[config.mk]
export PLATFORM = sky130hd
export DESIGN_NAME = uart_tx_flow_gate
export DESIGN_NICKNAME = d
export VERILOG_FILES = /design/src/rtl/uart_flow_pkg.sv /design/src/rtl/flow_sync.sv /design/src/rtl/flow_regs.sv /design/src/rtl/flow_irq.sv /design/src/rtl/uart_tx_flow_gate.sv
export SDC_FILE = /design/constraint.sdc
export NUM_CORES = 1
export LEC_CHECK = 0
export ABC_CLOCK_PERIOD_IN_PS = 1600
export CAP_MARGIN = 10
export CORE_AREA = 2 2 45 47
export DETAILED_ROUTE_END_ITERATION = 6
export DIE_AREA = 0 0 47 49
export PLACE_DENSITY_LB_ADDON = 0.12
export SLEW_MARGIN = 20
export SYNTH_ARGS = -nofsm -noshare
export SYNTH_HDL_FRONTEND = slang
export SYNTH_SLANG_ARGS = --single-unit
[constraint.sdc]
create_clock -name clk -period 1.6 [get_ports clk]
set_input_delay 0.32 -clock clk [delete_from_list [all_inputs] [get_ports clk]]
set_output_delay 0.32 -clock clk [all_outputs]
set_load 0.05 [all_outputs]
[src/rtl/uart_flow_pkg.sv]
package uart_flow_pkg;

    typedef enum logic [1:0] {
        REG_MODEM   = 2'd0,
        REG_FEATURE = 2'd1,
        REG_IRQEN   = 2'd2,
        REG_SPARE   = 2'd3
    } reg_sel_e;

    localparam int MODE_BIT   = 2;
    localparam int AUTO_BIT   = 7;
    localparam int UNLOCK_BIT = 4;
    localparam int IRQEN_BIT  = 7;
    localparam int FLAG_BIT   = 5;

    typedef struct packed {
        logic use_dsr;
        logic auto_en;
        logic unlock;
        logic irq_en;
    } flow_ctrl_t;

    function automatic logic pick_input(input logic use_dsr,
                                        input logic cts_s,
                                        input logic dsr_s);
        return use_dsr ? dsr_s : cts_s;
    endfunction

endpackage

[src/rtl/flow_sync.sv]
module flow_sync #(
    parameter int   STAGES  = 2,
    parameter logic RST_VAL = 1'b1
) (
    input  logic clk,
    input  logic rst,
    input  logic din,
    output logic dout
);
    logic [STAGES-1:0] chain;

    generate
        if (STAGES == 1) begin : g_single
            always_ff @(posedge clk) begin
                if (rst) chain <= RST_VAL;
                else     chain <= din;
            end
        end else begin : g_multi
            always_ff @(posedge clk) begin
                if (rst) chain <= {STAGES{RST_VAL}};
                else     chain <= {chain[STAGES-2:0], din};
            end
        end
    endgenerate

    assign dout = chain[STAGES-1];
endmodule

[src/rtl/flow_regs.sv]
module flow_regs
    import uart_flow_pkg::*;
#(
    parameter int REG_W = 8
) (
    input  logic             clk,
    input  logic             rst,
    input  logic             wr_en,
    input  logic [1:0]       wr_addr,
    input  logic [REG_W-1:0] wr_data,
    output flow_ctrl_t       ctrl
);
    always_ff @(posedge clk) begin
        if (rst) begin
            ctrl <= '0;
        end else if (wr_en) begin
            case (wr_addr)
                REG_MODEM: ctrl.use_dsr <= wr_data[MODE_BIT];
                REG_FEATURE: begin
                    ctrl.auto_en <= wr_data[AUTO_BIT];
                    ctrl.unlock  <= wr_data[UNLOCK_BIT];
                end
                REG_IRQEN: begin
                    if (ctrl.unlock) ctrl.irq_en <= wr_data[IRQEN_BIT];
                end
                default: ;
            endcase
        end
    end

    logic unused_bits;
    assign unused_bits = ^wr_data;
endmodule

[src/rtl/flow_irq.sv]
module flow_irq (
    input  logic clk,
    input  logic rst,
    input  logic level,
    input  logic irq_en,
    input  logic rd_stb,
    output logic edge_pulse,
    output logic flag
);
    logic level_prev;

    assign edge_pulse = level ^ level_prev;

    always_ff @(posedge clk) begin
        if (rst) begin
            level_prev <= 1'b1;
            flag       <= 1'b0;
        end else begin
            level_prev <= level;
            if (edge_pulse && irq_en) flag <= 1'b1;
            else if (rd_stb)          flag <= 1'b0;
        end
    end
endmodule

[src/rtl/uart_tx_flow_gate.sv]
module uart_tx_flow_gate
    import uart_flow_pkg::*;
#(
    parameter int DATA_W      = 8,
    parameter int REG_W       = 8,
    parameter int SYNC_STAGES = 2
) (
    input  logic              clk,
    input  logic              rst,
    input  logic              cts_n,
    input  logic              dsr_n,
    input  logic              wr_en,
    input  logic [1:0]        wr_addr,
    input  logic [REG_W-1:0]  wr_data,
    input  logic              isr_rd,
    output logic [REG_W-1:0]  isr_data,
    output logic              irq,
    input  logic              fifo_valid,
    input  logic [DATA_W-1:0] fifo_data,
    output logic              fifo_pop,
    input  logic              tx_busy,
    output logic              tx_load,
    output logic [DATA_W-1:0] tx_char
);
    localparam int N_PINS = 2;

    flow_ctrl_t        ctrl;
    logic [N_PINS-1:0] pin_raw;
    logic [N_PINS-1:0] pin_sync;
    logic              sel_level;
    logic              edge_pulse;
    logic              flag;
    logic              hold_off;

    assign pin_raw = {dsr_n, cts_n};

    generate
        for (genvar g = 0; g < N_PINS; g++) begin : g_sync
            flow_sync #(.STAGES(SYNC_STAGES), .RST_VAL(1'b1)) u_sync (
                .clk  (clk),
                .rst  (rst),
                .din  (pin_raw[g]),
                .dout (pin_sync[g])
            );
        end
    endgenerate

    flow_regs #(.REG_W(REG_W)) u_regs (
        .clk     (clk),
        .rst     (rst),
        .wr_en   (wr_en),
        .wr_addr (wr_addr),
        .wr_data (wr_data),
        .ctrl    (ctrl)
    );

    assign sel_level = pick_input(ctrl.use_dsr, pin_sync[0], pin_sync[1]);

    flow_irq u_irq (
        .clk        (clk),
        .rst        (rst),
        .level      (sel_level),
        .irq_en     (ctrl.irq_en),
        .rd_stb     (isr_rd),
        .edge_pulse (edge_pulse),
        .flag       (flag)
    );

    assign hold_off = ctrl.auto_en & sel_level;
    assign tx_load  = fifo_valid & ~tx_busy & ~hold_off;
    assign fifo_pop = tx_load;
    assign tx_char  = fifo_data;
    assign irq      = flag & ctrl.irq_en;

    always_comb begin
        isr_data           = '0;
        isr_data[FLAG_BIT] = flag;
    end
endmodule

* After elaboration in Yosys (flattened, before gate mapping)
Index checks and enable logic that the tools add are counted.
** Word-level totals
- Bits in registers :: 10
- Input port bits :: 26
- Output and inout port bits :: 19
- Word-level logic and storage cells :: 26
** Cells by class
- Equal/unequal tests :: 2
- Mux-type cells :: 3
- Bitwise gates (word level) :: 7
- Reductions and logical operators :: 6
** Operators with widths (number)
- $and A1 B1 Y1 :: 4
- $reduce_and A2 Y1 :: 2
- $mux W1 :: 3
- $reduce_and A3 Y1 :: 1
- $eq A2 B1 Y1 const B :: 1
- $eq A2 B2 Y1 const B :: 1
- $logic_not A2 Y1 :: 1
- $not A1 Y1 :: 2
- $reduce_bool A2 Y1 :: 1
- $logic_and A1 B1 Y1 :: 1
- $xor A1 B1 Y1 :: 1

* Logic depth before layout (Yosys ltp)
- Depth after elaboration :: 4
- Mapped depth :: 4
- Mapped depth without buffers :: 3

* Cells and area by module
A second synthesis with hierarchy kept.
** Second synthesis, totals
- Cells, all modules :: 55
- Area, all modules :: 538.0 um^2
** By module, submodules not included
- flow_regs :: instances 1, cells each 18, area each 190.2 um^2, seq. area each 80.1 um^2
- uart_tx_flow_gate :: instances 1, cells each 22, area each 167.7 um^2, seq. area each 0.0 um^2
- flow_sync :: instances 2, cells each 4, area each 52.6 um^2, seq. area each 40.0 um^2
- flow_irq :: instances 1, cells each 7, area each 75.1 um^2, seq. area each 40.0 um^2

* Worst setup path before layout
Ideal clock, no wire load.
- Kind :: reg-to-output
- Start :: register, netlist name u_regs.ctrl[3]
- End :: output tx_load
- Arrival :: 2.386 ns
- Data required time :: 1.280 ns
- Path slack :: -1.106 ns
- Cell stages (with the launch flop) :: 5
- Path buffers :: 1
- Cells stage by stage :: dfxtp_1 mux2i_1 and2b_2 nor3b_1 buf_4
** On the way
- Longest elaborated chain between the ends :: 4
** RTL lines
- $mux W1 :: RTL line uart_flow_pkg.sv:26 : return use_dsr ? dsr_s : cts_s;
- $and A1 B1 Y1 :: RTL line uart_tx_flow_gate.sv:69 : assign hold_off = ctrl.auto_en & sel_level;
- $not A1 Y1 :: RTL line uart_tx_flow_gate.sv:70 : assign tx_load = fifo_valid & ~tx_busy & ~hold_off;
- $and A1 B1 Y1 :: RTL line uart_tx_flow_gate.sv:70
- to (decl) :: RTL line uart_tx_flow_gate.sv:22 : output logic tx_load,
Every way passes these cells.

* Final worst setup path
- Start :: register, netlist name u_regs.ctrl[3]
- End :: output tx_load
** On the way
- Longest elaborated chain between the ends :: 4
** RTL lines (RTL line)
- $mux W1 :: uart_flow_pkg.sv:26
- $and A1 B1 Y1 :: uart_tx_flow_gate.sv:69
- $not A1 Y1 :: uart_tx_flow_gate.sv:70
- $and A1 B1 Y1 :: uart_tx_flow_gate.sv:70
Every way passes these cells.

==> run summary <==
Detailed routing inserted a total of 336 vias. The longest clock path from root to sink contains 2 buffers. Power consumption: 0.599 mW. Once detailed placement completed, the half-perimeter wirelength came to 602 um. For the arrival time of the worst setup path, the log shows 1.55 ns. In the routed layout, each cell is associated on average with a via count of 3.69.

The wire length per cell after detailed routing was 8.62 um; the delay of the slowest cell on the worst path was 0.34 ns. On the final layout, the worst hold slack is 0.409 ns. The number of antenna violations at the first check in global routing is 0. The chip height is 49 um. The final count of negative-setup-slack endpoints was 2; the pre-CTS worst setup slack was -0.0145 ns.

The net switching share of the total power is 25.1%, and the reported max-cap violation count is 0. The flow ran to the end, but the final reports show violations. Counting flops and latches in the post-synthesis netlist gives 10. The min-delay analysis places its worst path in the category reg -> reg. The tools report the Yosys warning count as 0. Counting I/O delays and the setup requirement, the final critical path takes 1.87 ns. Row generation in the floorplan step produced 16 rows. The width of the die is 47 um. Averaged over all synthesized cells, the footprint is 9.63 sq um.

In this run the number of cells on the critical path is 4. Maximum number of pins on one net before global-route repair: 12. During placement, the flow inserted port buffers numbering 16. The largest individual stage delay along the critical path comes from the cell sky130_fd_sc_hd__dfxtp_2.

The tree built by TritonCTS fans out to 10 sinks. The cell depth of the worst min-delay path works out to 1. Setup repair after global routing could not meet its margin everywhere. The signal on the critical path passes through mux2i_2 -> and2b_2 -> nor3b_4 -> buf_12. The checks that failed: negative setup slack. The number of hold buffers added after CTS was 0. The sequential cell area fraction in the yosys report is 39.2%. The worst setup path is launched from a register.

Share of layout cells above drive strength 1: 29.7%. Maximum frequency from static timing analysis: 536 MHz. TritonCTS built the clock tree. The logs give 1.28 ns for the critical path required time and 16 for the count of unique library cells instantiated by Yosys. VDD sags by at most 0.000415 V. For this design the total switching power over the nets is 0.150 mW.

The setup path with the least slack is of type reg -> out. At the end of the flow, the number of nets in the layout was 91. For this design the static power due to leakage is 0.293 nW.

Clock latency on the worst-skew pair, taken at its later pin, is 0.26 ns. The initial core utilization came out at 27.7%. In the final timing run, aggregate negative setup slack is -0.533 ns. The final setup skew came out at 0.000478 ns. STA classifies the critical path endpoint as a primary output. After clock tree synthesis, the clock-pin slew on the worst setup and hold paths is 0.06 ns.

Among cell families on the critical path, the largest total delay comes from simple AND/OR/NAND/NOR gates. Global routing used 7.08% of the available tracks across all layers. The die covers 0.00230 sq mm. After the first detailed-routing iteration, the DRC count stood at 3. The first detailed-routing pass ran for 2 iterations. Compared with the post-synthesis result, the final layout area differs by 36.8%. The combinational fraction of design power came out at 19.9%. The final routed DRC violation total is 0, and the internal cell power is 0.449 mW. Count of final hold-check violations: 0. The logs give 0 for the number of antenna cells inserted and 0 for the residual overflow from global routing.

The post-detailed-routing wire length was 784 um; the minimum setup slack in the final design was -0.267 ns. For the sequential fraction of design power, the log shows 43.4%. In the layout the commonest cells are sky130_fd_sc_hd__clkdlybuf4s50_1, sky130_fd_sc_hd__dfxtp_1, sky130_fd_sc_hd__conb_1. Counting cells, the worst reg-to-reg path comes to 5. The most frequent standard cell in the layout excluding fill and tap cells is sky130_fd_sc_hd__clkdlybuf4s50_1. Of the available clock period, the critical path in the final layout requires 117%.

45 I/O pins were placed. Fill cells in the final layout number 208. The tools report the H-tree level count as 1.

The number of buffer and inverter stages on the critical path is 1. After floorplanning, the core was sized to cover 0.00184 sq mm. The gate count of the mapped netlist was 53.

The number of buffers created by CTS came out at 3. The logs give 510 sq um for the cell area after synthesis and 0 for the number of slew-limit violations in the final report. The run gives 0.594 as the final weighted congestion of routability-driven global placement. The number of global-route vias before repair is 295.

The tools report the buffer cell driving the clock tree root as sky130_fd_sc_hd__clkbuf_4. In this run the remaining antenna-violating nets after routing total 0. The power per standard cell area is 858 mW/mm^2. The clock network burns 36.7% of the power.

The first global-routing pass estimated 1.17 mm of wire. In this run the worst path has a maximum fanout of 2.
-- power groups by stage --
| stage | Sequential [mW] | Combinational [mW] | Clock, mW |
|---|---|---|---|
| floorplan | 0.265 | 0.137 | 0 |
| global placement | 0.265 | 0.117 | 0 |
| detailed placement | 0.265 | 0.117 | 0 |
| CTS | 0.260 | 0.118 | 0.233 |
| global route | 0.261 | 0.126 | 0.248 |
| finish | 0.260 | 0.119 | 0.220 |
-- logic make-up (layout without fill, tap and decap cells) --
family	Yosys count	in the layout	synth area share [%]
AOI/OAI and AO/OA	1	1	1.72
muxes	5	5	9.80
and+or+nand+nor	17	17	22.1
other	1	7	0.735
DFF	10	10	39.2
buffers and inverters	19	24	26.5
-- metrics by stage --
step,cell area (sq um),utilization (%),cells
final,698,37.9,91
after global routing,698,37.9,91
after CTS,687,37.3,90
after detailed placement,651,35.3,86
after global placement,651,35.3,86
after floorplan,549,-,59
-- worst reg2reg max path, stage by stage (launching register included) --
cell and delay, ns:
sky130_fd_sc_hd__dfxtp_2 0.33, sky130_fd_sc_hd__mux2i_2 0.14, sky130_fd_sc_hd__buf_4 0.13, sky130_fd_sc_hd__buf_4 0.12
sky130_fd_sc_hd__or4b_1 0.46, sky130_fd_sc_hd__o311ai_1 0.09
-- worst paths after layout --
| path | start | end | slack (ns) |
|---|---|---|---|
| worst max-delay path | u_regs.ctrl[3] | tx_load | -0.27 |
| worst max register to register | u_regs.ctrl[3] | u_irq.flag | 0.23 |
| worst min register to register | g_sync[1].u_sync.chain[0] | g_sync[1].u_sync.chain[1] | 0.41 |
| worst min-delay path | g_sync[1].u_sync.chain[0] | g_sync[1].u_sync.chain[1] | 0.41 |
-- registers in the layout, summed over array words and instances (netlist names) --
signal               flops
u_regs.ctrl              4
u_irq.flag               1
u_irq.level_prev         1
g_sync.u_sync.chain      4
-- metal layers --
metal	up-vias	part of all wire, %	track usage, %
met4	0	0.51	1.85
met1	144	42	8.41
li1	173	-	-
met5	-	0	0
met3	2	12	5.93
met2	17	46	9.59
-- Yosys cell counts --
cell type / count / area share [%]
sky130_fd_sc_hd__and2_1: 1 / 1.2
sky130_fd_sc_hd__and2b_2: 1 / 1.7
sky130_fd_sc_hd__buf_4: 17 / 25
sky130_fd_sc_hd__clkbuf_1: 1 / 0.73
sky130_fd_sc_hd__conb_1: 1 / 0.73
sky130_fd_sc_hd__dfxtp_1: 10 / 39
sky130_fd_sc_hd__inv_1: 1 / 0.73
sky130_fd_sc_hd__mux2i_1: 5 / 9.8
sky130_fd_sc_hd__nand3b_1: 1 / 1.5
sky130_fd_sc_hd__nand4b_1: 2 / 3.4
sky130_fd_sc_hd__nor2_1: 4 / 2.9
sky130_fd_sc_hd__nor3b_1: 2 / 2.9
sky130_fd_sc_hd__o311ai_1: 1 / 1.7
sky130_fd_sc_hd__or2_2: 4 / 4.9
sky130_fd_sc_hd__or2b_1: 1 / 1.5
sky130_fd_sc_hd__or4b_1: 1 / 2.0
-- area by class of cell --
type	count	area (sq um)	area share (%)
multi-input cells	30	213	30.5
repair buffers	19	210	30.1
flip-flops and latches	10	201	28.9
clock buffers	4	36.3	5.20
well taps	27	33.8	4.84
inverters	1	3.75	0.538
-- what timing repair did --
item | 4_1_cts | 5_1_grt
setup buffers | 0 | 1
pin swaps | 1 | 1
resized for setup | 0 | 1
setup endpoints to repair | 2 | 2
Power figures use the tool's default switching activity.
